===== src/rtl/lane_align_pkg.sv =====
package lane_align_pkg;
  localparam int HDR_W   = 2;
  localparam int PAY_W   = 64;
  localparam int FRAME_W = HDR_W + PAY_W;

  typedef enum logic {ST_HUNT, ST_LOCKED} align_state_e;

  function automatic logic hdr_is_legal(input logic [HDR_W-1:0] hdr);
    return hdr[1] ^ hdr[0];
  endfunction
endpackage


===== src/rtl/hdr_lock_fsm.sv =====
module hdr_lock_fsm #(
  parameter int LOCK_RUN  = 64,
  parameter int BAD_LIMIT = 16,
  parameter int WIN_LEN   = 64,
  parameter int BLANK_LEN = 32
) (
  input  logic clk,
  input  logic rst_n,
  input  logic frame_vld,
  input  logic hdr_ok,
  output logic locked,
  output logic slip
);
  import lane_align_pkg::*;

  localparam int RUN_W   = $clog2(LOCK_RUN + 1);
  localparam int BAD_W   = $clog2(BAD_LIMIT + 1);
  localparam int WIN_W   = $clog2(WIN_LEN + 1);
  localparam int BLANK_W = $clog2(BLANK_LEN + 1);

  align_state_e     state;
  logic [RUN_W-1:0] run_cnt;
  logic [BAD_W-1:0] bad_cnt;
  logic [WIN_W-1:0] win_cnt;
  logic [BLANK_W-1:0] blank_cnt;

  always_ff @(posedge clk) begin
    if (!rst_n) begin
      state     <= ST_HUNT;
      run_cnt   <= '0;
      bad_cnt   <= '0;
      win_cnt   <= '0;
      blank_cnt <= '0;
      slip      <= 1'b0;
    end else begin
      slip <= 1'b0;
      if (frame_vld) begin
        unique case (state)
          ST_HUNT: begin
            if (blank_cnt != '0) begin
              blank_cnt <= blank_cnt - 1'b1;
            end else if (hdr_ok) begin
              if (run_cnt == RUN_W'(LOCK_RUN - 1)) begin
                state   <= ST_LOCKED;
                run_cnt <= '0;
                win_cnt <= '0;
                bad_cnt <= '0;
              end else begin
                run_cnt <= run_cnt + 1'b1;
              end
            end else begin
              run_cnt   <= '0;
              slip      <= 1'b1;
              blank_cnt <= BLANK_W'(BLANK_LEN);
            end
          end
          ST_LOCKED: begin
            if (!hdr_ok && bad_cnt == BAD_W'(BAD_LIMIT - 1)) begin
              state   <= ST_HUNT;
              bad_cnt <= '0;
              win_cnt <= '0;
            end else if (win_cnt == WIN_W'(WIN_LEN - 1)) begin
              win_cnt <= '0;
              bad_cnt <= '0;
            end else begin
              win_cnt <= win_cnt + 1'b1;
              bad_cnt <= bad_cnt + BAD_W'(!hdr_ok);
            end
          end
          default: state <= ST_HUNT;
        endcase
      end
    end
  end

  assign locked = (state == ST_LOCKED);

  // a slip request lasts a single cycle
  p_slip_single_r3: assert property (@(posedge clk) disable iff (!rst_n)
    slip |=> !slip);

  // slip only follows an accepted frame seen while hunting
  p_slip_cause_r3: assert property (@(posedge clk) disable iff (!rst_n)
    slip |-> $past(frame_vld && !locked && !hdr_ok));

  // no slip is requested while aligned
  p_no_slip_locked_r5: assert property (@(posedge clk) disable iff (!rst_n)
    locked |-> !slip);

  // lock changes only on an accepted frame
  p_lock_needs_valid_r7: assert property (@(posedge clk) disable iff (!rst_n)
    (locked != $past(locked)) |-> $past(frame_vld));

  // lock is entered only on a legal header
  p_lock_on_legal_r2: assert property (@(posedge clk) disable iff (!rst_n)
    $rose(locked) |-> $past(hdr_ok));
endmodule


===== src/rtl/frame_capture.sv =====
module frame_capture #(
  parameter int DEPTH = 3,
  parameter int PAY_W = 64,
  localparam int IDX_W = (DEPTH > 1) ? $clog2(DEPTH) : 1
) (
  input  logic             clk,
  input  logic             rst_n,
  input  logic             arm,
  input  logic             frame_vld,
  input  logic             locked,
  input  logic [PAY_W-1:0] payload,
  input  logic [IDX_W-1:0] rd_idx,
  output logic             cap_done,
  output logic [PAY_W-1:0] cap_word
);
  logic             armed;
  logic [IDX_W-1:0] fill;
  logic             take;
  logic [PAY_W-1:0] slot [DEPTH];

  assign take = armed && !arm && locked && frame_vld;

  always_ff @(posedge clk) begin
    if (!rst_n) begin
      armed    <= 1'b0;
      cap_done <= 1'b0;
      fill     <= '0;
    end else if (arm) begin
      armed    <= 1'b1;
      cap_done <= 1'b0;
      fill     <= '0;
    end else if (armed) begin
      if (!locked) begin
        fill <= '0;
      end else if (frame_vld) begin
        if (fill == IDX_W'(DEPTH - 1)) begin
          armed    <= 1'b0;
          cap_done <= 1'b1;
          fill     <= '0;
        end else begin
          fill <= fill + 1'b1;
        end
      end
    end
  end

  for (genvar g = 0; g < DEPTH; g++) begin : g_slot
    always_ff @(posedge clk) begin
      if (!rst_n) begin
        slot[g] <= '0;
      end else if (take && fill == IDX_W'(g)) begin
        slot[g] <= payload;
      end
    end
  end

  always_comb begin
    cap_word = '0;
    for (int i = 0; i < DEPTH; i++) begin
      if (rd_idx == IDX_W'(i)) cap_word = slot[i];
    end
  end

  // completion only after a frame accepted while aligned
  p_done_after_locked_frame_r8: assert property (@(posedge clk) disable iff (!rst_n)
    $rose(cap_done) |-> $past(locked && frame_vld));

  // completion holds until a new arm
  p_done_holds_r9: assert property (@(posedge clk) disable iff (!rst_n)
    (cap_done && !arm) |=> cap_done);

  // arming clears completion on the next cycle
  p_arm_clears_r8: assert property (@(posedge clk) disable iff (!rst_n)
    arm |=> !cap_done);

  // a finished snapshot is not rewritten while the index is steady
  p_word_stable_r9: assert property (@(posedge clk) disable iff (!rst_n)
    (cap_done && $past(cap_done) && $stable(rd_idx)) |-> $stable(cap_word));
endmodule


===== src/rtl/lane_align_capture.sv =====
module lane_align_capture #(
  parameter int LOCK_RUN  = 64,
  parameter int BAD_LIMIT = 16,
  parameter int WIN_LEN   = 64,
  parameter int BLANK_LEN = 32,
  parameter int CAP_DEPTH = 3,
  localparam int IDX_W = (CAP_DEPTH > 1) ? $clog2(CAP_DEPTH) : 1
) (
  input  logic                                clk,
  input  logic                                rst_n,
  input  logic                                in_valid,
  output logic                                in_ready,
  input  logic [lane_align_pkg::FRAME_W-1:0]  in_word,
  input  logic                                arm,
  input  logic [IDX_W-1:0]                    rd_idx,
  output logic                                locked,
  output logic                                slip,
  output logic                                cap_done,
  output logic [lane_align_pkg::PAY_W-1:0]    cap_word
);
  import lane_align_pkg::*;

  logic             frame_vld;
  logic             hdr_ok;
  logic [PAY_W-1:0] payload;

  assign in_ready  = 1'b1;
  assign frame_vld = in_valid && in_ready;
  assign hdr_ok    = hdr_is_legal(in_word[FRAME_W-1 -: HDR_W]);
  assign payload   = in_word[PAY_W-1:0];

  hdr_lock_fsm #(
    .LOCK_RUN (LOCK_RUN),
    .BAD_LIMIT(BAD_LIMIT),
    .WIN_LEN  (WIN_LEN),
    .BLANK_LEN(BLANK_LEN)
  ) u_lock (
    .clk      (clk),
    .rst_n    (rst_n),
    .frame_vld(frame_vld),
    .hdr_ok   (hdr_ok),
    .locked   (locked),
    .slip     (slip)
  );

  frame_capture #(
    .DEPTH(CAP_DEPTH),
    .PAY_W(PAY_W)
  ) u_cap (
    .clk      (clk),
    .rst_n    (rst_n),
    .arm      (arm),
    .frame_vld(frame_vld),
    .locked   (locked),
    .payload  (payload),
    .rd_idx   (rd_idx),
    .cap_done (cap_done),
    .cap_word (cap_word)
  );

  // an idle cycle leaves the slip output quiet on the next edge
  p_idle_no_slip_r7: assert property (@(posedge clk) disable iff (!rst_n)
    !in_valid |=> !slip);
endmodule


===== config.mk =====
export PLATFORM = sky130hd
export DESIGN_NAME = lane_align_capture
export DESIGN_NICKNAME = d
export VERILOG_FILES = /design/src/rtl/lane_align_pkg.sv /design/src/rtl/hdr_lock_fsm.sv /design/src/rtl/frame_capture.sv /design/src/rtl/lane_align_capture.sv
export SDC_FILE = /design/constraint.sdc
export NUM_CORES = 1
export LEC_CHECK = 0
export ABC_AREA = 0
export BUFFER_PORTS_ARGS = -buffer_cell sky130_fd_sc_hd__buf_2
export CORE_ASPECT_RATIO = 1.5
export CORE_UTILIZATION = 33
export CTS_CLUSTER_DIAMETER = 50
export DETAILED_ROUTE_END_ITERATION = 10
export PLACE_DENSITY = 0.51
export SYNTH_ARGS = -nofsm -noshare
export SYNTH_HDL_FRONTEND = slang
export SYNTH_SLANG_ARGS = --single-unit

===== constraint.sdc =====
create_clock -name clk -period 6.85 [get_ports clk]
set_clock_uncertainty 0.05 [all_clocks]
set_input_delay 0 -clock clk [delete_from_list [all_inputs] [get_ports clk]]
set_output_delay 0 -clock clk [all_outputs]
set_load 0.01 [all_outputs]

Word-level counts from Yosys, hierarchy flattened --
Memory sizes are Yosys's and may differ from the RTL's. Cells that the tools add are included.
Word-level totals: register bits 31, memory bits (writable) 192, input bits 72, memories 1
Operators by class: add/sub/neg operators 5, equal/unequal tests 12, multiplexer cells 46, bitwise logic cells 8, reduce and logical (&&, ||, !) cells 19
Memory list:
- u_cap.slot | depth 3, bits a word 64, rd ports 3, clocked after Yosys merged registers in 0, write ports 3, line frame_capture.sv:19 | logic [PAY_W-1:0] slot [DEPTH];
Operators by type and width (number):
- 2-to-1 mux 64 bit | 6
- 2-to-1 mux 7 bit | 7
- 2-to-1 mux 5 bit | 5
- 2-to-1 mux 1 bit | 20
- adder 7 x 1 -> 7 bit (second input constant) | 2
- equality test 7 x 6 -> 1 bit (second input constant) | 2
- case mux 7 bit (2 select lines) | 1
- 2-to-1 mux 6 bit | 2
- case mux 5 bit (2 select lines) | 1
- AND reduction 4 bit | 2
- logical AND 1 bit | 7
- 2-to-1 mux 2 bit | 3
- != test 2 bit (second input constant) | 3
- AND reduction 3 bit | 2
- nonzero test 6 bit | 1
- subtractor 6 x 1 -> 6 bit (second input constant) | 1
- adder 5 x 1 -> 5 bit | 1
- equality test 5 x 4 -> 1 bit (second input constant) | 1
- equality test 2 x 1 -> 1 bit (second input constant) | 2
- equality test 2 bit (second input constant) | 2
- zero test 2 bit | 2
- != test 2 x 1 -> 1 bit (second input constant) | 2
- inverter 1 bit | 4
- OR reduction 4 bit | 1
- 7 further kinds | 10

Depth between registers and ports, before layout --
depth after elaboration 9, gate-level depth with buffers 7, gate-level depth less buffers 7

By module --
From an unflattened synthesis, not the netlist that was laid out.
Second synthesis, totals: cell total of the unflattened synthesis 880, area, all modules 9945.8 um^2
By module, submodules not included:
- frame_capture | times used 1, cells each 714, area each 8514.4 um^2
- hdr_lock_fsm | times used 1, cells each 163, area each 1411.4 um^2
- lane_align_capture | times used 1, cells each 3, area each 20.0 um^2

Least setup slack after synthesis --
Ideal clock, no wire load.
path type register -> register, start point reg u_lock.state (netlist: u_lock.locked), end point mem u_cap.slot[2][0] (enable), setup time 574 ps, data arrival time 5349 ps, data required time 6226 ps, setup slack 877 ps, stages on the path, launching flop included 5, cells stage by stage dfxtp_1 buf_4 and3b_1 nand3_1 o21ai_0
RTL lines:
- from (decl) | line hdr_lock_fsm.sv:21 | align_state_e state;
- from (signal assigned) | line hdr_lock_fsm.sv:29 | state <= ST_HUNT;
- from (signal assigned) | line hdr_lock_fsm.sv:44 | state <= ST_LOCKED;
- from (signal assigned) | line hdr_lock_fsm.sv:59 | state <= ST_HUNT;
- to (decl) | line frame_capture.sv:19

Final worst setup path --
start point reg u_lock.state (netlist: u_lock.locked), end point reg u_lock.blank_cnt[4]
On the way: word-level cells in the longest chain between the ends 2
Ends and longest elaborated chain:
- inverter 1 bit (no source line)
- AND reduction 3 bit (no source line)
- to (signal assigned) | line hdr_lock_fsm.sv:41 | blank_cnt <= blank_cnt - 1'b1;
- to (signal assigned) | line hdr_lock_fsm.sv:54 | blank_cnt <= BLANK_W'(BLANK_LEN);
- to (decl) | line hdr_lock_fsm.sv:25 | logic [BLANK_W-1:0] blank_cnt;
Every way passes these cells. A chain may end at the register's enable or synchronous reset.

==> flow_metrics.py <==
metrics = {
    "status": {
        "status": "finished, final reports clean",
    },
    "synth": {
        "synth.distinct_cells": 48,
        "synthCells": 820,
        "ys_top_cells_by_area": "edfxtp_1, and2_1, mux2i_1, dfxtp_1, o21ai_0",
        "syn_area_sq_mm": 0.0100,
        "synth_nets": 898,
        "synth.top_cells.by_count": "and2_1, edfxtp_1, nand2_1",
        "synth-main-ff-cell": "edfxtp_1",
        "yosysMostFrequentCell": "and2_1",
        "ys_warn_count": 0,
        "ys_seq_area_share_pct": 63.6,
        "ys_seq_elements": 223,
        "synth_edf_count": 192,
        "synth_top_area_share_pct": 57.4,
        "async_flop_share_pct": 0,
        "post_synth.cell_area_avg_sq_um": 12.3,
        "synth_top_area_cell": "edfxtp_1",
    },
    "worst_setup_path": {
        "slowest_delay_ps": 600,
        "cpMaxStageDelayCell": "nor2b_1",
        "endpoint_kind": "flip-flop",
        "cp_data_arrival_time_ps": 2820,
        "crit_chain": "nor2b_1 -> nand3_1 -> xor2_1 -> a2111oi_0 -> dlygate4sd3_1",
        "cp.required_ps": 7260,
        "criticalPathCategory": "reg -> reg",
        "cp_max_fo": 11,
        "ff2ff_path_depth": 5,
        "start_kind": "flip-flop",
    },
    "drt": {
        "drt.antenna.violating_nets": 0,
        "totalWireLength_um": 23900,
        "viasPerCell": 4.65,
        "routedWlPerCell_um": 16.7,
        "first_pass_iters": 4,
        "drc": 0,
        "drtIter0Drc": 249,
        "num_vias": 6650,
    },
    "sta": {
        "hold_viol_final": 0,
        "setup_viol": 0,
        "relSlewSlack_pct": 36.8,
        "tightest_slew_ps": 948,
        "final.period_utilization_pct": 35.2,
        "clock.fmax_mhz": 414,
        "worst_hold_slack_ps": 277,
        "final_max_slew_viol_count": 0,
        "setup-tns-final_ps": 0,
        "rsz0062_at_grt": "false",
        "min_period_ps": 2410,
    },
    "die": {
        "initial_utilization_pct": 33.9,
        "core_area_sq_mm": 0.0297,
        "die_x_um": 144,
        "io_pins": 140,
        "die-area_sq_mm": 0.0312,
        "num_rows": 77,
        "die_h_um": 216,
    },
    "clock_tree": {
        "h-tree-depth": 1,
        "postCtsSetupBuffers": 0,
        "clk_pin_slew_worst_paths_ps": 60,
        "clock_tree.buffer_depth": 3,
        "tritoncts": "done",
        "numCtsBuffers": 25,
        "clkLatencyLatePin_ps": 510,
        "cts_sinks": 223,
        "root_buffer": "clkbuf_16",
    },
    "pwr": {
        "cellLeakagePower_nw": 4.87,
        "p_per_area_mw_per_mm2": 259,
        "total_power_mw": 3.28,
        "ir_drop_uv": 225,
    },
    "final_layout": {
        "diodes": 0,
        "fill_cells": 2852,
        "final_core_util_pct": 42.7,
        "drive_above_1_share_pct": 19.4,
        "fin_nets": 1097,
        "area_growth_pct": 26.0,
    },
    "global_routing": {
        "grt_max_degree": 66,
        "grt_usage_pct": 15.5,
        "grt.overflow.total": 0,
        "grt_pass1_wl_um": 36800,
        "grt_pass1_vias": 6599,
        "antenna_found_initial": 0,
    },
    "worst_hold_path": {
        "hp-class": "in -> reg",
        "whs_path_depth": 3,
    },
    "flow_run": {
        "max_cap_viol_count": 0,
    },
    "place": {
        "place_congestion": 0.740,
        "dp_hpwl_um": 14100,
        "portBuffers": 138,
    },
}
cells by family after synthesis:
group / synth area share [%]
adder cells (fa/ha/maj): 0.747
other: 0.0373
buffers and inverters: 2.42
flip-flops: 63.6
XOR/XNOR: 0.523
multiplexers: 6.87
AO/OA/AOI/OAI: 6.38
AND/OR/NAND/NOR: 19.5
metrics by stage:
stage	area (sq um)	setup WS, ps	instances
2_1_floorplan	10000	877	820
3_3_place_gp	11200	4470	1316
3_5_place_dp	11200	4440	1316
4_1_cts	12700	4430	1431
5_1_grt	12700	4250	1431
6_report	12700	4440	1431
what timing repair did:
action,in CTS,in global routing
gates resized for setup,0,0
endpoints found under the hold margin,207,0
hold buffers,71,0
layout make-up:
cell class              count  area (sq um)  area share [%]
clock inverters            14           135            1.07
clock buffers              30           644            5.09
repair buffers            218          1470            11.6
inverters                  13          48.8           0.385
well taps                 395           494            3.90
multi-input cells         538          3480            27.5
flip-flops and latches    223          6390            50.4
layout by cell type (no fill, tap or decap), types with 9 or more instances in the layout:
cell type	count
and2_1	193
o21ai_0	72
nor2_1	12
nand3_1	14
clkbuf_16	25
dlygate4sd3_1	71
mux2i_1	69
edfxtp_1	192
a21oi_1	9
buf_4	10
inv_1	12
dfxtp_1	31
nand4_1	11
buf_2	137
nand2_1	80
sequential cells by signal, indices dropped and copies added, names as in the netlist:
register / cells
u_lock.blank_cnt: 6
u_lock.bad_cnt: 5
u_lock.locked: 1
u_cap.armed: 1
u_lock.run_cnt: 7
u_cap.cap_done: 1
u_cap.fill: 2
u_lock.slip: 1
u_cap.slot: 192
u_lock.win_cnt: 7
report_power, final:
part	switching [mW]	leakage [nW]	internal [mW]
Clock	0.537	0.372	0.749
Sequential	0.0402	2.07	1.55
Combinational	0.234	2.43	0.173
Total	0.811	4.87	2.47
worst paths after layout:
kind	start	endpoint	slack, ps
worst max-delay path	u_lock.locked$_SDFFE_PN0P_	u_lock.blank_cnt[4]$_SDFFE_PN0P_	4440
worst max register to register	u_lock.locked$_SDFFE_PN0P_	u_lock.blank_cnt[4]$_SDFFE_PN0P_	4440
worst min-delay path	in_word[26]	u_cap.slot[2][26]$_SDFFCE_PN0P_	280
worst min register to register	u_lock.win_cnt[6]$_SDFFE_PN0P_	u_lock.win_cnt[6]$_SDFFE_PN0P_	390
critical path: cells and delay by family, from the launching register on:
kind / cells / cell delay [ps]
AND/OR/NAND/NOR: 2 / 770
buffers and inverters: 1 / 600
flip-flops: 1 / 420
AO/OA/AOI/OAI: 1 / 350
XOR/XNOR: 1 / 170
metal layers:
layer | GRT usage [%] | wire (um) | vias to the layer above
met4 | 4.77 | 492 | 0
li1 | - | - | 3300
met1 | 20.2 | 10500 | 3174
met5 | 0 | 0 | -
met2 | 26.5 | 11900 | 144
met3 | 2.17 | 997 | 32
(Power assumes the default switching activity.)
